<file path="config.mk">
export PLATFORM = sky130hd
export DESIGN_NAME = uart_irq_ident
export DESIGN_NICKNAME = d
export VERILOG_FILES = /design/src/rtl/uart_irq_pkg.sv /design/src/rtl/irq_src_gate.sv /design/src/rtl/irq_prio_enc.sv /design/src/rtl/irq_tx_track.sv /design/src/rtl/uart_irq_ident.sv
export SDC_FILE = /design/constraint.sdc
export NUM_CORES = 1
export LEC_CHECK = 0
export ABC_AREA = 1
export BUFFER_PORTS_ARGS = -buffer_cell sky130_fd_sc_hd__clkbuf_2
export CAP_MARGIN = 10
export CORE_AREA = 2 2 39 41
export CTS_CLUSTER_SIZE = 10
export DETAILED_ROUTE_END_ITERATION = 6
export DIE_AREA = 0 0 41 43
export PLACE_DENSITY = 0.39
export SLEW_MARGIN = 15
export SYNTH_ARGS = -nofsm -noshare
export SYNTH_HDL_FRONTEND = slang
export SYNTH_SLANG_ARGS = --single-unit
</file>
<file path="constraint.sdc">
create_clock -name clk -period 1.5 [get_ports clk]
set_input_delay 0.075 -clock clk [delete_from_list [all_inputs] [get_ports clk]]
set_output_delay 0.075 -clock clk [all_outputs]
set_load 0.01 [all_outputs]
</file>
<file path="src/rtl/uart_irq_pkg.sv">
package uart_irq_pkg;
  localparam int IID_W    = 4;
  localparam int EN_W     = 4;
  localparam int NUM_SRC  = 5;
  localparam int LVL_LINE = 0;
  localparam int LVL_RXTO = 1;
  localparam int LVL_RXDA = 2;
  localparam int LVL_TX   = 3;
  localparam int LVL_MDM  = 4;

  typedef logic [IID_W-1:0] iid_t;

  localparam iid_t IID_NONE  = 4'b0001;
  localparam iid_t IID_LINE  = 4'b0110;
  localparam iid_t IID_RXTO  = 4'b1100;
  localparam iid_t IID_RXDA  = 4'b0100;
  localparam iid_t IID_TX    = 4'b0010;
  localparam iid_t IID_MODEM = 4'b0000;

  function automatic iid_t level_code(input int lvl);
    case (lvl)
      LVL_LINE: level_code = IID_LINE;
      LVL_RXTO: level_code = IID_RXTO;
      LVL_RXDA: level_code = IID_RXDA;
      LVL_TX:   level_code = IID_TX;
      default:  level_code = IID_MODEM;
    endcase
  endfunction
endpackage

</file>
<file path="src/rtl/irq_src_gate.sv">
module irq_src_gate
  import uart_irq_pkg::*;
(
  input  logic [EN_W-1:0]    en,
  input  logic               line_stat,
  input  logic               rx_tmo,
  input  logic               rx_data,
  input  logic               tx_pend,
  input  logic               modem_stat,
  output logic [NUM_SRC-1:0] req
);
  always_comb begin
    req           = '0;
    req[LVL_LINE] = en[2] & line_stat;
    req[LVL_RXTO] = en[0] & rx_tmo;
    req[LVL_RXDA] = en[0] & rx_data;
    req[LVL_TX]   = en[1] & tx_pend;
    req[LVL_MDM]  = en[3] & modem_stat;
  end
endmodule

</file>
<file path="src/rtl/irq_prio_enc.sv">
module irq_prio_enc
  import uart_irq_pkg::*;
#(
  parameter int N = NUM_SRC
) (
  input  logic [N-1:0] req,
  output iid_t         code,
  output logic         any,
  output logic [N-1:0] grant
);
  always_comb begin
    code  = IID_NONE;
    grant = '0;
    for (int i = N - 1; i >= 0; i--) begin
      if (req[i]) begin
        code     = level_code(i);
        grant    = '0;
        grant[i] = 1'b1;
      end
    end
    any = |req;
  end
endmodule

</file>
<file path="src/rtl/irq_tx_track.sv">
module irq_tx_track (
  input  logic clk,
  input  logic rst_n,
  input  logic thr_empty,
  input  logic thr_wr,
  input  logic iir_rd,
  input  logic tx_shown,
  output logic pend
);
  logic prev_q, prev_d;
  logic pend_q, pend_d;
  logic rise;

  assign rise = thr_empty & ~prev_q;

  always_comb begin
    prev_d = thr_empty;
    pend_d = pend_q;
    if (thr_wr) begin
      pend_d = 1'b0;
    end else if (rise) begin
      pend_d = 1'b1;
    end else if (iir_rd && tx_shown) begin
      pend_d = 1'b0;
    end
  end

  always_ff @(posedge clk or negedge rst_n) begin
    if (!rst_n) begin
      prev_q <= 1'b1;
      pend_q <= 1'b1;
    end else begin
      prev_q <= prev_d;
      pend_q <= pend_d;
    end
  end

  assign pend = pend_q;
endmodule

</file>
<file path="src/rtl/uart_irq_ident.sv">
module uart_irq_ident
  import uart_irq_pkg::*;
(
  input  logic            clk,
  input  logic            rst_n,
  input  logic [EN_W-1:0] irq_en,
  input  logic            line_stat,
  input  logic            rx_data,
  input  logic            rx_tmo,
  input  logic            thr_empty,
  input  logic            modem_stat,
  input  logic            iir_rd,
  input  logic            thr_wr,
  output logic            irq,
  output logic [IID_W-1:0] iir_code
);
  logic               tx_pend;
  logic [NUM_SRC-1:0] req;
  logic [NUM_SRC-1:0] grant;
  iid_t               code;
  logic               any;

  irq_src_gate u_gate (
    .en         (irq_en),
    .line_stat  (line_stat),
    .rx_tmo     (rx_tmo),
    .rx_data    (rx_data),
    .tx_pend    (tx_pend),
    .modem_stat (modem_stat),
    .req        (req)
  );

  irq_prio_enc #(.N(NUM_SRC)) u_enc (
    .req   (req),
    .code  (code),
    .any   (any),
    .grant (grant)
  );

  irq_tx_track u_tx (
    .clk       (clk),
    .rst_n     (rst_n),
    .thr_empty (thr_empty),
    .thr_wr    (thr_wr),
    .iir_rd    (iir_rd),
    .tx_shown  (grant[LVL_TX]),
    .pend      (tx_pend)
  );

  assign irq      = any;
  assign iir_code = code;
endmodule

</file>
==> results of run 1 <==
-- critical path, stage by stage, from the launching register on --
cell	delay [ns]
dfstp_2	0.51
nand2_1	0.07
inv_2	0.06
nand3_1	0.06
nand2_1	0.06
clkbuf_2	0.12
-- placed cells by master (no fill, tap or decap) --
cell | synthesis | final
nor2_2 | 1 | 1
dfstp_2 | 2 | 2
inv_2 | 2 | 2
nand3_2 | 1 | 1
nand3_1 | 2 | 2
o21ai_1 | 1 | 1
a21oi_1 | 2 | 2
clkbuf_4 | 0 | 3
dlygate4sd3_1 | 0 | 3
nand2_1 | 9 | 9
clkbuf_2 | 0 | 17
inv_1 | 1 | 1
-- logic make-up after synthesis --
group,count (synthesis),synth area share (%)
AO/OA/AOI/OAI,3,10.8
buffers and inverters,3,8.11
flip-flops,2,37.8
AND/OR/NAND/NOR,13,43.2
-- state kept, by name, summed over array words and instances, names as in the netlist --
| register | cells |
|---|---|
| u_tx.pend | 1 |
| u_tx.prev_q | 1 |
-- final cells by class --
cell class / instances / area [um^2] / area share, %
clock buffers: 3 / 22.5 / 7.59
multi-input cells: 16 / 75.1 / 25.3
repair buffers: 20 / 115 / 38.8
flip-flops and latches: 2 / 52.6 / 17.7
well taps: 16 / 20.0 / 6.75
inverters: 3 / 11.3 / 3.80
-- through the flow --
step           cell area (um^2)   power, W  instances  setup slack (ns)  hold slack [ns]
6_report                    297   0.000238         60             0.324            0.192
5_1_grt                     297   0.000263         60             0.251            0.238
4_1_cts                     297   0.000248         60             0.306            0.208
3_5_place_dp                244   0.000116         54             0.518           0.0314
3_3_place_gp                244   0.000116         54             0.517           0.0332
2_1_floorplan               139  0.0000866         21             0.588          -0.0728
-- layer usage --
layer	share of wire, %	track usage [%]	vias to the layer above
met2	45	9.69	13
met3	15	1.57	0
met1	39	5.77	84
li1	-	-	114
met4	0	6.00	0
met5	0	0	-
-- how the worst max path moves through the flow --
| stage | from | endpoint | slack, ns | cells past startpoint |
|---|---|---|---|---|
| 3_5_place_dp | u_tx.pend | u_tx.pend | 0.52 | 5 |
| 3_3_place_gp | u_tx.pend | u_tx.pend | 0.52 | 5 |
| 4_1_cts | u_tx.pend | iir_code[1] | 0.31 | 5 |
| 6_report | u_tx.pend | iir_code[1] | 0.32 | 5 |
| 2_1_floorplan | u_tx.pend | u_tx.pend | 0.59 | 5 |
| 5_1_grt | u_tx.pend | iir_code[1] | 0.25 | 5 |
-- power by group through the flow --
stage               Clock (W)  Combinational, W  Sequential [W]
global placement            0         0.0000544       0.0000614
floorplan                   0         0.0000254       0.0000612
finish               0.000118         0.0000596       0.0000609
global route         0.000134         0.0000682       0.0000612
CTS                  0.000126         0.0000609       0.0000610
detailed placement          0         0.0000548       0.0000615
-- repair_timing --
action,CTS,global route
hold buffers,3,0
endpoints found under the hold margin,4,0
setup buffers,0,0
==> metrics, run 1 <==
Synth top cells by count=9 x nand2_1, 2 x a21oi_1, 2 x dfstp_2, 2 x inv_2, 2 x nand3_1; Post-synth EDFFs=0; Pleak=0.172 nW; first-pass GRT wire length=717 um; number of iterations in the first detailed-routing pass=2; Tmin final=1.18 ns; CP startpoint kind=flip-flop; Synth Register Bits=2; Clock Tree Root=clkbuf_4; critical path class=flip-flop to output port; ANT nets after route=0; Rel. slew slack=89.9%; Peak VDD IR=0.261 mV; per-cell routed wire length=6.80 um; share of layout cells above drive strength 1=59.1%; final net count=59; most frequent cell after synthesis=nand2_1; fillers=164; Primary FF master, synth=dfstp_2; maximum level of the CTS H-tree=1; slew of the pin with the lowest slew margin=0.151 ns; logic gate share of total power=25.0%; top-area cell type share of the netlist area=37.8%; Clock Skew=0.00307 ns; IO Port Bufs=17; vias=211; Worst Hold End=u_tx.pend; die height=43 um; YS warnings=0; Clock Sinks=2; synth-to-layout area growth=114%; clock tree from TritonCTS=done; chip width=41 um; pwr/cell area=804 mW/mm^2; core area=0.00138 mm^2; Cells after Synth=21; Tot GR Track Use=6.12%; Worst Hold Path Cells=4; reg2reg setup slack=0.53 ns; syn nets=34; DRT Wirelength=408 um; R2R Path End=u_tx.pend; GRT overflow=0; Clk pin slew, worst setup/hold paths=0.03 ns; internal power=0.000179 W; Final Hold Fails=0; Die ar.=0.00176 mm^2; Hold Crit Class=input pin to flip-flop; Post-route DRC=0; I/O pin count=18; sw frac=25.0%; min-delay src=iir_rd; Final Util=21.4%; Vias/cell=3.52; register area share after synthesis=37.8%; vias in the first global route=212; largest net degree at the start of global routing=5; Cell Rows=14; Post-synth ARST share=100%; status=finished, final reports clean; Initial Util=10.0%; WP data arrival=1.10 ns; CP Max Fanout=2; Final Cycle Share=78.4%; GP Congestion=0.474; CTS resizes=0; Worst Reg-to-Reg Cells=5; initial antenna violation count=0; fmax=0.850 GHz; Final setup viols=0; unrepaired setup endpoints after global routing=no; Max Buffers Root-to-Sink=2; clk_lat worst skew=0.22 ns; number of diodes=0; number of CTS-inserted buffers=3; crit end category=output port; max-slew violations=0; area leader, netlist=dfstp_2; DP HPWL=351 um; main area contributors after synthesis=dfstp_2 38%, nand2_1 24%, a21oi_1 7.2%; synth unique cells=9; Setup TNS=0 ns; 1st-iter DRT viols=1; syn avg cell area=6.61 um^2; Netlist Area Pre-Place=139 um^2; Seq pwr share=25.6%; Psw=0.0000596 W; Max-cap violations=0; launch point of the worst reg-to-reg path=u_tx.pend; power share of the clock group=49.4%; WP data required=1.42 ns
Power figures use the tool's default switching activity.
==> run 2: changes to the inputs <==
Settings changed: ABC_AREA 1 to 0.
Clock period 1.5 ns to 1.1 ns, I/O delays scaled along.
==> run 2 against run 1 <==
Net effect: final area did not move; register-to-register slack got worse by 0.43 ns; core utilization did not move; synthesized cell count fell by 33%; highest routed layer unchanged; clock power rose by 34%; global-route usage fell by 0.39 points; die area did not move; area after synthesis fell by 4.5%.
==> metrics, run 2 <==
Hold Crit Class=input pin to flip-flop (unchanged); fillers=159 (was 164); Clock Tree Root=clkbuf_4 (unchanged); synth-to-layout area growth=124% (was 114%); crit end category=output port (unchanged); ANT nets after route=0 (unchanged); Primary FF master, synth=dfstp_2 (unchanged); unrepaired setup endpoints after global routing=yes (was no); chip width=41 um (unchanged); max-slew violations=0 (unchanged); CP Max Fanout=4 (was 2); critical path cell sequence=a221o_1, buf_2 (was nand2_1, inv_2, nand3_1, nand2_1, clkbuf_2); syn nets=27 (was 34); number of iterations in the first detailed-routing pass=2 (unchanged); slew of the pin with the lowest slew margin=0.174 ns (was 0.151 ns); number of CTS-inserted buffers=3 (unchanged); area leader, netlist=dfstp_2 (unchanged); Synth top cells by count=2 x dfstp_2, 2 x nand2_2 (was 9 x nand2_1, 2 x a21oi_1, 2 x dfstp_2, 2 x inv_2, 2 x nand3_1); share of layout cells above drive strength 1=70.3% (was 59.1%); pwr/cell area=1100 mW/mm^2 (was 804 mW/mm^2); die height=43 um (unchanged); number of diodes=0 (unchanged); Clock Sinks=2 (unchanged); per-cell routed wire length=8.38 um (was 6.80 um); GRT overflow=0 (unchanged); vias=211 (unchanged); critical path class=flip-flop to output port (unchanged); YS warnings=0 (unchanged); Max Buffers Root-to-Sink=2 (unchanged); Cell Rows=14 (unchanged); largest net degree at the start of global routing=5 (unchanged); Post-route DRC=0 (unchanged); WP data arrival=1.04 ns (was 1.10 ns); syn avg cell area=9.47 um^2 (was 6.61 um^2); most common cell after layout, fill and taps aside=clkbuf_2 (unchanged); final net count=52 (was 59); GP Congestion=0.521 (was 0.474); Synth Register Bits=2 (unchanged); commonest cells after routing, fill and taps aside=14 x clkbuf_2, 3 x clkbuf_4, 3 x dlygate4sd3_1, 3 x buf_2 (was 17 x clkbuf_2, 9 x nand2_1, 3 x clkbuf_4, 3 x dlygate4sd3_1); synth unique cells=12 (was 9); Worst Reg-to-Reg Cells=3 (was 5); Design Power=0.000326 W (was 0.000238 W); initial antenna violation count=0 (unchanged); Area after DPL=238 um^2 (was 244 um^2); Worst Hold Path Cells=3 (was 4); Largest delay share family, worst path=flip-flops (unchanged); Rel. slew slack=88.4% (was 89.9%); Post-synth EDFFs=0 (unchanged); clock tree from TritonCTS=done (unchanged); I/O pin count=18 (unchanged); register area share after synthesis=39.6% (was 37.8%); Peak VDD IR=0.465 mV (was 0.261 mV); Final Cycle Share=99.4%; slowest stage delay, CP=0.38 ns (was 0.51 ns); WP data required=1.04 ns (was 1.42 ns); maximum level of the CTS H-tree=1 (unchanged); Cells after Synth=14 (was 21); first-pass GRT wire length=614 um (was 717 um); main area contributors after synthesis=dfstp_2 40%, nand2_2 9.4%, a221o_1 7.5% (was dfstp_2 38%, nand2_1 24%, a21oi_1 7.2%); clk_lat worst skew=0.22 ns (about the same); Vias/cell=3.98 (was 3.52); worst hold slack=0.109 ns (was 0.192 ns); Tmin final=1.09 ns; DRT Wirelength=444 um (was 408 um); Pleak=0.155 nW (was 0.172 nW); Initial Util=9.58% (was 10.0%); status=finished, final reports clean (unchanged); Final setup viols=0 (unchanged); Post-synth ARST share=100% (unchanged); Die ar.=0.00176 mm^2 (unchanged); reg2reg setup slack=0.10 ns (was 0.53 ns); DP HPWL=373 um (was 351 um); fmax=0.915 GHz; Tot GR Track Use=5.73% (was 6.12%); Setup TNS=0 ns (unchanged); vias in the first global route=185 (was 212); WP buf/inv=1 (was 2); Slowest-stage cell, CP=dfstp_2 (unchanged); top-area cell type share of the netlist area=39.6% (was 37.8%); CP startpoint kind=flip-flop (unchanged); Clock Skew=0.00332 ns (was 0.00307 ns); IO Port Bufs=17 (unchanged); Netlist Area Pre-Place=133 um^2 (was 139 um^2); final non-filler cell area=297 um^2 (unchanged); Max-cap violations=0 (unchanged); Final Hold Fails=0 (unchanged); Clk pin slew, worst setup/hold paths=0.03 ns (about the same); cell depth of the worst setup path=2 (was 5); 1st-iter DRT viols=3 (was 1); core area=0.00138 mm^2 (unchanged)
-- run 2: area by class of cell --
type	count	area, um^2	share of cell area, %
flip-flops and latches	2	52.6	17.7
inverters	1	3.75	1.27
repair buffers	20	115	38.8
well taps	16	20.0	6.75
clock buffers	3	22.5	7.59
multi-input cells	11	82.6	27.8
-- run 2: what timing repair did --
action,4_1_cts,5_1_grt
pin swaps,1,0
resized for setup,0,4
hold endpoints to repair,4,0
hold buffers,3,0
buffers inserted,0,0
endpoints found under the setup margin,3,3
-- run 2: logic make-up after synthesis --
group	count (synthesis)	synth area share, %
flip-flops	2	39.6
AND/OR/NAND/NOR	6	25.5
buffers and inverters	1	2.83
AO/OA/AOI/OAI	5	32.1
-- run 2: worst register-to-register path, stage by stage, from the launching register on --
cell and delay [ns]:
dfstp_2 0.55, inv_1 0.04, a41o_1 0.19, a21oi_1 0.14
-- run 2: worst paths after layout --
check	from	to
max	u_tx.pend	irq
max in group asynchronous	rst_n	u_tx.prev_q
max reg2reg	u_tx.pend	u_tx.pend
min	iir_rd	u_tx.pend
min reg2reg	u_tx.pend	u_tx.pend
min in group asynchronous	rst_n	u_tx.pend
-- run 2: routing by layer --
| metal | vias up | GRT usage [%] | routed length (um) |
|---|---|---|---|
| met5 | - | 0 | 0 |
| met4 | 0 | 6.00 | 0 |
| met3 | 0 | 5.76 | 108 |
| met2 | 18 | 7.81 | 169 |
| met1 | 91 | 3.87 | 166 |
| li1 | 102 | - | - |
-- run 2: power by group --
group	switching [W]	total (W)	internal [W]
sequential	0.00000343	0.0000852	0.0000818
combinational	0.0000380	0.0000832	0.0000452
clock	0.0000380	0.000158	0.000120
-- run 2: stage by stage --
step,setup WS (ns),utilization [%],cells
after floorplan,0.160,-,14
after global placement,0.141,17.2,47
after detailed placement,0.116,17.2,47
after CTS,-0.0109,21.0,53
after global routing,-0.0422,21.4,53
final,0.00652,21.4,53
